===== src/rtl/pio_seq_pkg.sv =====
package pio_seq_pkg;

    localparam int CFG_W = 14;
    localparam int CNT_W = 4;

    typedef enum logic [1:0] {
        PH_IDLE   = 2'd0,
        PH_SETUP  = 2'd1,
        PH_STROBE = 2'd2,
        PH_HOLD   = 2'd3
    } phase_e;

    // Packed MSB first: the field positions match the timing word bits.
    typedef struct packed {
        logic       swap;       // bit 13
        logic       wide;       // bit 12
        logic [2:0] setup_len;  // bits 11:9
        logic [3:0] rd_len;     // bits 8:5
        logic [2:0] wr_len;     // bits 4:2
        logic [1:0] hold_len;   // bits 1:0
    } timing_cfg_t;

endpackage


===== src/rtl/pio_phase_ctrl.sv =====
module pio_phase_ctrl
    import pio_seq_pkg::*;
(
    input  logic        clk,
    input  logic        rst_n,
    input  logic        start,
    input  logic        req_write,
    input  timing_cfg_t cfg_in,
    output phase_e      phase,
    output logic        write,
    output timing_cfg_t cfg,
    output logic        capture,
    output logic        done
);

    typedef struct packed {
        phase_e             phase;
        logic [CNT_W-1:0]   cnt;
        logic               write;
        timing_cfg_t        cfg;
        logic               done;
    } ctrl_state_t;

    ctrl_state_t q, d;

    always_comb begin
        d      = q;
        d.done = 1'b0;
        case (q.phase)
            PH_IDLE: begin
                if (start) begin
                    d.phase = PH_SETUP;
                    d.cfg   = cfg_in;
                    d.write = req_write;
                    d.cnt   = CNT_W'(cfg_in.setup_len);
                end
            end
            PH_SETUP: begin
                if (q.cnt == '0) begin
                    d.phase = PH_STROBE;
                    d.cnt   = q.write ? CNT_W'(q.cfg.wr_len) : CNT_W'(q.cfg.rd_len);
                end else begin
                    d.cnt = q.cnt - 1'b1;
                end
            end
            PH_STROBE: begin
                if (q.cnt == '0) begin
                    d.phase = PH_HOLD;
                    d.cnt   = CNT_W'(q.cfg.hold_len);
                end else begin
                    d.cnt = q.cnt - 1'b1;
                end
            end
            default: begin
                if (q.cnt == '0) begin
                    d.phase = PH_IDLE;
                    d.done  = 1'b1;
                end else begin
                    d.cnt = q.cnt - 1'b1;
                end
            end
        endcase
    end

    always_ff @(posedge clk or negedge rst_n) begin
        if (!rst_n) begin
            q <= '{phase: PH_IDLE, cnt: '0, write: 1'b0, cfg: '0, done: 1'b0};
        end else begin
            q <= d;
        end
    end

    assign phase   = q.phase;
    assign write   = q.write;
    assign cfg     = q.cfg;
    assign done    = q.done;
    assign capture = (q.phase == PH_STROBE) && (q.cnt == '0) && !q.write;

    logic busy_w;
    assign busy_w = (q.phase != PH_IDLE);

    // done lasts a single cycle
    a_r8_done_single: assert property (@(posedge clk) disable iff (!rst_n)
        q.done |=> !q.done);

    // every end of an access is marked by done
    a_r8_done_on_end: assert property (@(posedge clk) disable iff (!rst_n)
        $fell(busy_w) |-> q.done);

    // the latched timing word does not move while an access runs
    a_r12_cfg_frozen: assert property (@(posedge clk) disable iff (!rst_n)
        busy_w |=> $stable(q.cfg));

    // strobe counter stays within the programmed length
    a_r4_strobe_cnt_bound: assert property (@(posedge clk) disable iff (!rst_n)
        (q.phase == PH_STROBE) |->
            (q.cnt <= (q.write ? CNT_W'(q.cfg.wr_len) : CNT_W'(q.cfg.rd_len))));

endmodule


===== src/rtl/pio_data_lane.sv =====
module pio_data_lane #(
    parameter int DW = 16
) (
    input  logic          clk,
    input  logic          rst_n,
    input  logic          load,
    input  logic [DW-1:0] wdata_in,
    input  logic          wide,
    input  logic          swap,
    input  logic          drive,
    input  logic          capture,
    input  logic [DW-1:0] din,
    output logic [DW-1:0] dout,
    output logic [DW-1:0] rdata
);

    localparam int HB = DW / 2;

    typedef struct packed {
        logic [DW-1:0] wdata;
        logic [DW-1:0] rdata;
    } lane_state_t;

    lane_state_t q, d;

    function automatic logic [DW-1:0] lane_fmt(input logic [DW-1:0] x,
                                               input logic w, input logic s);
        logic [DW-1:0] r;
        if (!w)      r = {{HB{1'b0}}, x[HB-1:0]};
        else if (s)  r = {x[HB-1:0], x[DW-1:HB]};
        else         r = x;
        return r;
    endfunction

    always_comb begin
        d = q;
        if (load)    d.wdata = wdata_in;
        if (capture) d.rdata = lane_fmt(din, wide, swap);
    end

    always_ff @(posedge clk or negedge rst_n) begin
        if (!rst_n) begin
            q <= '0;
        end else begin
            q <= d;
        end
    end

    assign dout  = drive ? lane_fmt(q.wdata, wide, swap) : '0;
    assign rdata = q.rdata;

    // the upper lane stays quiet on a narrow write
    a_r10_narrow_upper: assert property (@(posedge clk) disable iff (!rst_n)
        (drive && !wide) |-> (dout[DW-1:HB] == '0));

    // the read result only moves on a sample
    a_r6_rdata_hold: assert property (@(posedge clk) disable iff (!rst_n)
        !capture |=> $stable(rdata));

endmodule


===== src/rtl/pio_strobe_seq.sv =====
module pio_strobe_seq
    import pio_seq_pkg::*;
#(
    parameter int AW = 8,
    parameter int DW = 16
) (
    input  logic             clk,
    input  logic             rst_n,
    input  logic [CFG_W-1:0] cfg_timing,
    input  logic             req_valid,
    input  logic             req_write,
    input  logic [AW-1:0]    req_addr,
    input  logic [DW-1:0]    req_wdata,
    output logic             busy,
    output logic             done,
    output logic [DW-1:0]    rsp_rdata,
    output logic [AW-1:0]    per_addr,
    output logic             per_cs,
    output logic             per_rd,
    output logic             per_wr,
    output logic [DW-1:0]    per_dout,
    output logic             per_doe,
    input  logic [DW-1:0]    per_din
);

    typedef struct packed {
        logic [AW-1:0] addr;
    } top_state_t;

    top_state_t  q, d;
    phase_e      phase;
    logic        wr_q;
    timing_cfg_t cfg_q;
    logic        capture;
    logic        start;

    assign start = req_valid && !busy;

    pio_phase_ctrl u_ctrl (
        .clk       (clk),
        .rst_n     (rst_n),
        .start     (start),
        .req_write (req_write),
        .cfg_in    (timing_cfg_t'(cfg_timing)),
        .phase     (phase),
        .write     (wr_q),
        .cfg       (cfg_q),
        .capture   (capture),
        .done      (done)
    );

    pio_data_lane #(.DW(DW)) u_lane (
        .clk      (clk),
        .rst_n    (rst_n),
        .load     (start),
        .wdata_in (req_wdata),
        .wide     (cfg_q.wide),
        .swap     (cfg_q.swap),
        .drive    (per_doe),
        .capture  (capture),
        .din      (per_din),
        .dout     (per_dout),
        .rdata    (rsp_rdata)
    );

    always_comb begin
        d = q;
        if (start) d.addr = req_addr;
    end

    always_ff @(posedge clk or negedge rst_n) begin
        if (!rst_n) begin
            q <= '0;
        end else begin
            q <= d;
        end
    end

    assign busy     = (phase != PH_IDLE);
    assign per_cs   = busy;
    assign per_rd   = (phase == PH_STROBE) && !wr_q;
    assign per_wr   = (phase == PH_STROBE) && wr_q;
    assign per_doe  = busy && wr_q;
    assign per_addr = q.addr;

    // strobes exclusive
    a_r13_strobe_excl: assert property (@(posedge clk) disable iff (!rst_n)
        !(per_rd && per_wr));

    // strobes only inside chip select
    a_r13_strobe_in_cs: assert property (@(posedge clk) disable iff (!rst_n)
        (per_rd || per_wr) |-> per_cs);

    // address held across the access
    a_r9_addr_hold: assert property (@(posedge clk) disable iff (!rst_n)
        busy |=> (!busy || $stable(per_addr)));

    // never drive data during a read strobe
    a_r7_no_drive_on_read: assert property (@(posedge clk) disable iff (!rst_n)
        per_rd |-> !per_doe);

endmodule


===== config.mk =====
export PLATFORM = sky130hd
export DESIGN_NAME = pio_strobe_seq
export DESIGN_NICKNAME = d
export VERILOG_FILES = /design/src/rtl/pio_seq_pkg.sv /design/src/rtl/pio_phase_ctrl.sv /design/src/rtl/pio_data_lane.sv /design/src/rtl/pio_strobe_seq.sv
export SDC_FILE = /design/constraint.sdc
export NUM_CORES = 1
export LEC_CHECK = 0
export CAP_MARGIN = 20
export CELL_PAD_IN_SITES_DETAIL_PLACEMENT = 1
export CELL_PAD_IN_SITES_GLOBAL_PLACEMENT = 1
export CORE_MARGIN = 2
export CORE_UTILIZATION = 30
export CTS_CLUSTER_SIZE = 12
export DETAILED_ROUTE_END_ITERATION = 10
export DONT_BUFFER_PORTS = 1
export PLACE_DENSITY = 0.49
export RECOVER_POWER = 25
export SYNTH_ARGS = -nofsm -noshare
export SYNTH_HDL_FRONTEND = slang
export SYNTH_HIERARCHICAL = 1
export SYNTH_SLANG_ARGS = --single-unit

===== constraint.sdc =====
create_clock -name clk -period 5.3 [get_ports clk]
set_input_delay 0.795 -clock clk [delete_from_list [all_inputs] [get_ports clk]]
set_output_delay 0.795 -clock clk [all_outputs]
set_load 0.005 [all_outputs]

==> flow_summary.ini, run 1 <==
[outcome]
status = finished, final reports clean

[place]
pre_cts_ws_ns = 2.95
gp_congestion = 0.709
io_buffers = 0
dpl.hpwl_mm = 5.27

[worst_setup_path]
required_ns = 4.51
crit_path_max_fanout = 10
r2r_end = u_lane/rdata[13]
cp-startpoint = u_ctrl/phase[1]
path_class = flop to output port
endpoint_kind = output port
r2r_setup_slack_ns = 3.05
ff2ff_path_depth = 7
cp-start-kind = flop
cp_data_arrival_time_ns = 1.86
reg2reg_from = u_ctrl/q[16]

[timing]
period_share = 0.502
max_freq_mhz = 376
worstMarginPinSlew_ns = 1.01
finalSetupViolCount = 0
finalWorstSetupSlack_ns = 2.64
slew_headroom = 0.326
fin_setup_tns_ns = 0
min_period_ns = 2.66
whs_ns = 0.145
rsz0062_at_grt = false
hold_violations = 0
slew_viol_final = 0
skew_ns = 0.00509

[drt]
vias_per_cell = 5.06
wl_per_cell_um = 18.4
drt_pass1_iterations = 4
drc = 0
drtIter0Drc = 77
routed-via-count = 2113
routed_wl_mm = 7.69
antenna_left = 0

[floorplanning]
die_w_um = 109
die_area_um2 = 11900
coreArea_um2 = 10800
floorplan.initialDensity = 0.306
num_rows = 38
die_height_um = 109
num_io_pins = 104

[clock_network]
post_cts.repair.setup_buffers = 0
cts_buffers = 9
cts-htree-levels = 3
path_clk_slew_ns = 0.07
cts_resized = 0
cts_max_path_buffers = 2
clk_latency_ns = 0.34
cts-root-buf = clkbuf_8
cts_tree = built
clock_sinks = 59
ctsHoldBuffers = 0

[finish]
layout-drive-gt1-share = 0.216
layout.nets = 337
area_growth_pct = 2.81
n_antenna_cell = 0
nFillCells = 1201

[grt]
grt_pass1_vias = 2314
grt_max_degree = 60
antenna_found_initial = 0
grt-ovfl-total = 0
grt_first_pass_wirelength_mm = 12.0
grt_usage = 0.135

[logic_synthesis]
syn_area_per_cell_um2 = 11.0
yosysWarnings = 6
netlist_instances = 299
syn-cell-area_um2 = 3300
synth_nets = 362

[job]
cap_violations = 0

[pwr]
powerDensity_nw_per_um2 = 634
p_leak_nw = 1.45
ir_worst_vdd_v = 0.000178

[min_path]
hold_path.class = input pin to asynchronous set/reset pin
[sequential cells by signal, indices dropped and copies added (netlist names)]
register	count
per_addr	8
u_ctrl/cfg	11
u_ctrl/done	1
u_ctrl/q	4
u_ctrl/write	1
u_ctrl/phase	2
u_lane/q	16
u_lane/rdata	16
[layout make-up]
class | instances | area (um2) | share of cell area
multi-input combinational | 186 | 1480 | 0.437
sequential | 59 | 1480 | 0.435
clock inverter | 2 | 10.0 | 0.00295
timing repair buffer | 3 | 22.5 | 0.00664
tap | 140 | 175 | 0.0516
inverter | 15 | 56.3 | 0.0166
clock buffer | 13 | 169 | 0.0498
[worst max path at each step]
stage	cells after the start	slack, ns	end
2_1_floorplan	5	3.18	per_dout[10]
3_3_place_gp	4	2.98	per_dout[8]
3_5_place_dp	4	2.95	per_dout[12]
4_1_cts	4	2.57	per_dout[12]
5_1_grt	2	2.48	per_dout[6]
6_report	4	2.64	per_dout[12]
[per-stage QoR]
stage          instances   util  instance area (um2)  power (W)
2_1_floorplan        299      -                 3300    0.00172
3_3_place_gp         403  0.298                 3210    0.00178
3_5_place_dp         403  0.298                 3210    0.00181
4_1_cts              418  0.314                 3390    0.00220
5_1_grt              418  0.314                 3390    0.00235
6_report             418  0.314                 3390    0.00215
[critical path, stage by stage, from the launching register on]
cell and delay, ns:
dfrtp_1 0.49, or2_2 0.39, and2_1 0.23, nand2_1 0.29
nor2_1 0.12
[where the power goes]
part           total, W  switching, W  internal [W]
Combinational  0.000843      0.000420      0.000424
Clock          0.000382      0.000178      0.000204
Sequential     0.000927      0.000256      0.000671
[cell usage in the layout, fill, tap and decap left out, drive strengths merged, types with 4 or more instances in the layout]
cell type,count
clkbuf,13
mux2i,19
a21oi,10
ha,5
a31oi,10
nand3,18
mux2,37
a21bo,16
o21ai,6
nor3b,4
o22ai,10
nor2,23
inv,15
nand2b,4
dfrtp,59
[routing by layer]
metal | wire length (um) | part of all wire | up-vias | global-route usage
met5 | 0 | 0 | - | 0
met4 | 95 | 0.012 | 0 | 0.0467
met3 | 625 | 0.081 | 8 | 0.0544
met2 | 3570 | 0.46 | 69 | 0.217
met1 | 3400 | 0.44 | 1052 | 0.164
li1 | - | - | 984 | -
Power figures use the tool's default switching activity.
==> run 2, diff against run 1 <==
--- a/config.mk
+++ b/config.mk
@@ -13,7 +13,7 @@
 export CTS_CLUSTER_SIZE = 12
 export DETAILED_ROUTE_END_ITERATION = 10
 export DONT_BUFFER_PORTS = 1
-export PLACE_DENSITY = 0.49
+export PLACE_DENSITY = 0.51
 export RECOVER_POWER = 25
 export SYNTH_ARGS = -nofsm -noshare
 export SYNTH_HDL_FRONTEND = slang
==> constraint.sdc (replaced) <==
create_clock -name clk -period 2.3 [get_ports clk]
set_input_delay 0.345 -clock clk [delete_from_list [all_inputs] [get_ports clk]]
set_output_delay 0.345 -clock clk [all_outputs]
set_load 0.005 [all_outputs]
==> flow_summary.ini, run 2 (synthesis gave the netlist of run 1 again) <==
[finish]
finalNonFillerCells = 425
nFillCells = 1203
layout-drive-gt1-share = 0.242
multi_input_area_um2 = 1490
seqCellArea_um2 = 1480
n_antenna_cell = 0
design_area_um2 = 3450
final_common_cell = dfrtp_1
layout.nets = 344
area_growth_pct = 4.66
final_cell_mix = dfrtp_1 (56), nor2_1 (23), mux2_2 (22)

[drt]
drt_pass1_iterations = 4
drtIter0Drc = 91
wl_met3_um = 605
wl_met2_mm = 3.76
met1Wirelength_mm = 3.54
highest_layer = met4
vias_per_cell = 5.07
antenna_left = 0
routed_wl_mm = 8.02
drc = 0
routed-via-count = 2156
wl_per_cell_um = 18.9

[clock_network]
clk_latency_ns = 0.34
path_clk_slew_ns = 0.07
cts-root-buf = clkbuf_8
cts_buffers = 9
cts-htree-levels = 3
cts_max_path_buffers = 2
clock_sinks = 59
cts_tree = built

[pwr]
powerDensity_nw_per_um2 = 1450
ir_worst_vdd_v = 0.000432
p_sw_w = 0.00203
fin_total_pwr_w = 0.00501
p_int_w = 0.00298
seqPwrFrac = 0.412
p_leak_nw = 1.48
p_clk_frac = 0.164
p_comb_frac = 0.424
swShare = 0.405

[outcome]
status = finished, final reports clean

[floorplanning]
floorplan.initialDensity = 0.306
die_area_um2 = 11900
die_height_um = 109
die_w_um = 109
num_rows = 38
coreArea_um2 = 10800
num_io_pins = 104

[timing]
hold_violations = 0
min_period_ns = 2.14
max_freq_mhz = 467
worstMarginPinSlew_ns = 0.669
rsz0062_at_grt = false
fin_setup_tns_ns = 0
period_share = 0.930
slew_headroom = 0.554
slew_viol_final = 0
whs_ns = 0.132
skew_ns = 0.00582
finalSetupViolCount = 0

[worst_setup_path]
path_class = flop to output port
r2r_setup_slack_ns = 0.34
cp-start-kind = flop
ff2ff_path_depth = 6
cp_data_arrival_time_ns = 1.79
reg2reg_from = u_ctrl/phase[0]
crit_path_max_fanout = 10
endpoint_kind = output port
required_ns = 1.96
cp-startpoint = u_ctrl/phase[1]

[place]
io_buffers = 0
place_area_um2 = 3250
dpl.hpwl_mm = 5.52
dp.cells = 408
gp_congestion = 0.790

[grt]
grt_first_pass_wirelength_mm = 12.5
grt_usage = 0.140
grt_max_degree = 60
grt-ovfl-total = 0
antenna_found_initial = 0
grt_pass1_vias = 2294

[min_path]
hold_path.class = input pin to flop
hold_depth = 1
hp-start = req_wdata[4]

[job]
cap_violations = 0
## run 2: cell types whose count changed in the layout (fill, tap and decap cells not counted), moves of 2 or more
| cell | delta |
|---|---|
| buf_4 | +5 |
| clkbuf_8 | -2 |
| dfrtp_1 | -2 |
| dfrtp_2 | +2 |
## run 2: layout make-up
type                    count  area share
clock buffers              12      0.0420
clock inverters             3     0.00435
inverters                  15      0.0163
multi-input cells         186       0.430
flip-flops and latches     59       0.428
well taps                 140      0.0507
repair buffers             10      0.0283
## run 2: critical path: stages (launching register included)
cell and delay [ns]:
dfrtp_2 0.48, or2_2 0.38, and2_1 0.26, nand2_2 0.22
nor2_1 0.10
## run 2: final timing paths
check                                   to
setup / recovery               per_dout[8]
hold / removal                u_lane/q[20]
setup reg to reg              u_ctrl/q[16]
hold reg to reg               u_lane/q[20]
max in group asynchronous  u_ctrl/phase[0]
min in group asynchronous     u_ctrl/q[17]
## run 2: repair_timing
action,in CTS,in global routing
gates resized for setup,2,2
setup buffers,0,0
setup endpoints to repair,16,7
endpoints found under the hold margin,59,0
hold buffers,2,0
cloned,0,0
## run 2: metal layers
layer,vias to the layer above,track usage
met3,7,0.0544
met1,1086,0.171
li1,996,-
met5,-,0
met2,67,0.220
met4,0,0.0577
## run 2: power groups by stage
stage | Sequential [W] | Clock [W] | Combinational (W)
5_1_grt | 0.00217 | 0.000911 | 0.00238
4_1_cts | 0.00208 | 0.000872 | 0.00217
3_5_place_dp | 0.00210 | 0 | 0.00211
3_3_place_gp | 0.00207 | 0 | 0.00208
2_1_floorplan | 0.00180 | 0 | 0.00216
6_report | 0.00206 | 0.000823 | 0.00212
## run 2: metrics by stage
step	utilization	worst slack, ns
after floorplan	-	0.353
after global placement	0.301	0.327
after detailed placement	0.301	0.299
after CTS	0.320	0.0488
after global routing	0.320	0.0498
final	0.320	0.160
==> run 3, diff against run 2 <==
--- a/config.mk
+++ b/config.mk
@@ -8,7 +8,6 @@
 export CAP_MARGIN = 20
 export CELL_PAD_IN_SITES_DETAIL_PLACEMENT = 1
 export CELL_PAD_IN_SITES_GLOBAL_PLACEMENT = 1
-export CORE_MARGIN = 2
 export CORE_UTILIZATION = 30
 export CTS_CLUSTER_SIZE = 12
 export DETAILED_ROUTE_END_ITERATION = 10
==> flow_summary.ini, run 3 (synthesis gave the netlist of run 1 again) <==
[outcome]
status = finished, final reports clean

[place]
pre_cts_ws_ns = 0.298
dpl.hpwl_mm = 5.24
gp_congestion = 0.741
dp.cells = 403
place_area_um2 = 3240
io_buffers = 0

[job]
cap_violations = 0

[grt]
grt_pass1_vias = 2339
grt_usage = 0.147
grt_max_degree = 60
antenna_found_initial = 0
grt-ovfl-total = 0
grt_first_pass_wirelength_mm = 12.6

[drt]
wl_per_cell_um = 18.3
drt_pass1_iterations = 4
drtIter0Drc = 101
antenna_left = 0
routed_wl_mm = 7.71
vias_per_cell = 5.10
routed-via-count = 2148
drc = 0

[floorplanning]
num_io_pins = 104
floorplan.initialDensity = 0.314
coreArea_um2 = 10500
die_height_um = 107
num_rows = 37
die_area_um2 = 11400
die_w_um = 107

[timing]
finalWorstSetupSlack_ns = 0.195
worstMarginPinSlew_ns = 0.513
min_period_ns = 2.11
slew_headroom = 0.658
finalSetupViolCount = 0
hold_violations = 0
max_freq_mhz = 475
slew_viol_final = 0
skew_ns = 0.00872
period_share = 0.915
rsz0062_at_grt = false
fin_setup_tns_ns = 0

[pwr]
p_clk_frac = 0.174
seqPwrFrac = 0.405
p_comb_frac = 0.421
p_int_w = 0.00301
powerDensity_nw_per_um2 = 1450
ir_worst_vdd_v = 0.000428
swShare = 0.402
p_sw_w = 0.00202
p_leak_nw = 1.48

[clock_network]
cts-root-buf = clkbuf_8
cts_tree = built
cts-htree-levels = 3
path_clk_slew_ns = 0.07
clock_sinks = 59
cts_buffers = 9
post_cts.repair.setup_buffers = 0
cts_max_path_buffers = 2
clk_latency_ns = 0.35

[finish]
layout.nets = 343
nFillCells = 1156
design_area_um2 = 3460
final_common_cell = dfrtp_1
area_growth_pct = 4.78
layout-drive-gt1-share = 0.242
final_cell_mix = dfrtp_1 (58), nor2_1 (23), mux2_2 (22)
finalNonFillerCells = 421
n_antenna_cell = 0

[worst_setup_path]
path_class = flop to output port
endpoint_kind = output port
cp-start-kind = flop
crit_path_max_fanout = 10
required_ns = 1.96
cp_data_arrival_time_ns = 1.76

[min_path]
hold_path.class = input pin to flop
==> run 3: cell count changes in the layout (fill, tap and decap cells not counted), sizes merged <==
cell      delta
clkinvlp     +1
clkbuf       -1
clkinv       +1
buf          -1
==> run 3: what timing repair did <==
item | in CTS | in global routing
hold buffers | 2 | 0
hold endpoints to repair | 59 | 0
resized for setup | 0 | 2
setup endpoints to repair | 0 | 15
==> run 3: final timing paths <==
check / from / endpoint / slack (ns) / cells after the start
worst max-delay path: u_ctrl/phase[1] / per_dout[15] / 0.19 / 4
max in group asynchronous: rst_n / u_ctrl/cfg[13] / 1.52 / 2
min in group asynchronous: rst_n / u_ctrl/phase[1] / 0.53 / 2
worst max register to register: u_ctrl/phase[0] / u_ctrl/q[16] / 0.30 / 6
worst min register to register: u_ctrl/cfg[3] / u_ctrl/cfg[3] / 0.50 / 1
worst min-delay path: req_write / u_ctrl/write / 0.13 / 1
==> run 3: worst max-delay path, cell delays in order (launching register included) <==
cell,delay [ns]
dfrtp_1,0.49
or2_2,0.39
and2_1,0.23
nand2_2,0.19
nor2_1,0.11
==> run 3: area by class of cell <==
class,instances,area [um2],share of cell area
Multi-Input combinational cell,186,1490,0.429
Tap cell,136,170,0.0492
Timing Repair Buffer,9,90.1,0.0260
Clock inverter,5,27.5,0.00796
Clock buffer,11,151,0.0438
Inverter,15,56.3,0.0163
Sequential cell,59,1480,0.427
==> run 3: power groups by stage <==
stage | Sequential [W] | Combinational (W) | Clock (W)
6_report | 0.00204 | 0.00212 | 0.000873
5_1_grt | 0.00214 | 0.00240 | 0.000970
4_1_cts | 0.00205 | 0.00214 | 0.000919
3_5_place_dp | 0.00207 | 0.00210 | 0
3_3_place_gp | 0.00205 | 0.00207 | 0
2_1_floorplan | 0.00180 | 0.00216 | 0
==> run 3: routing by layer <==
| metal | part of all wire | global-route usage | up-vias |
|---|---|---|---|
| met5 | 0 | 0 | - |
| met4 | 0.018 | 0.0705 | 0 |
| met3 | 0.071 | 0.0553 | 9 |
| met2 | 0.47 | 0.230 | 66 |
| met1 | 0.44 | 0.179 | 1072 |
| li1 | - | - | 1001 |
==> run 3: through the flow <==
stage | hold slack, ns | total power (W) | util
global route | 0.0990 | 0.00550 | 0.329
detailed placement | 0.0513 | 0.00417 | 0.308
CTS | 0.0989 | 0.00511 | 0.329
floorplan | 0.0494 | 0.00396 | -
global placement | 0.0509 | 0.00412 | 0.308
finish | 0.127 | 0.00502 | 0.329
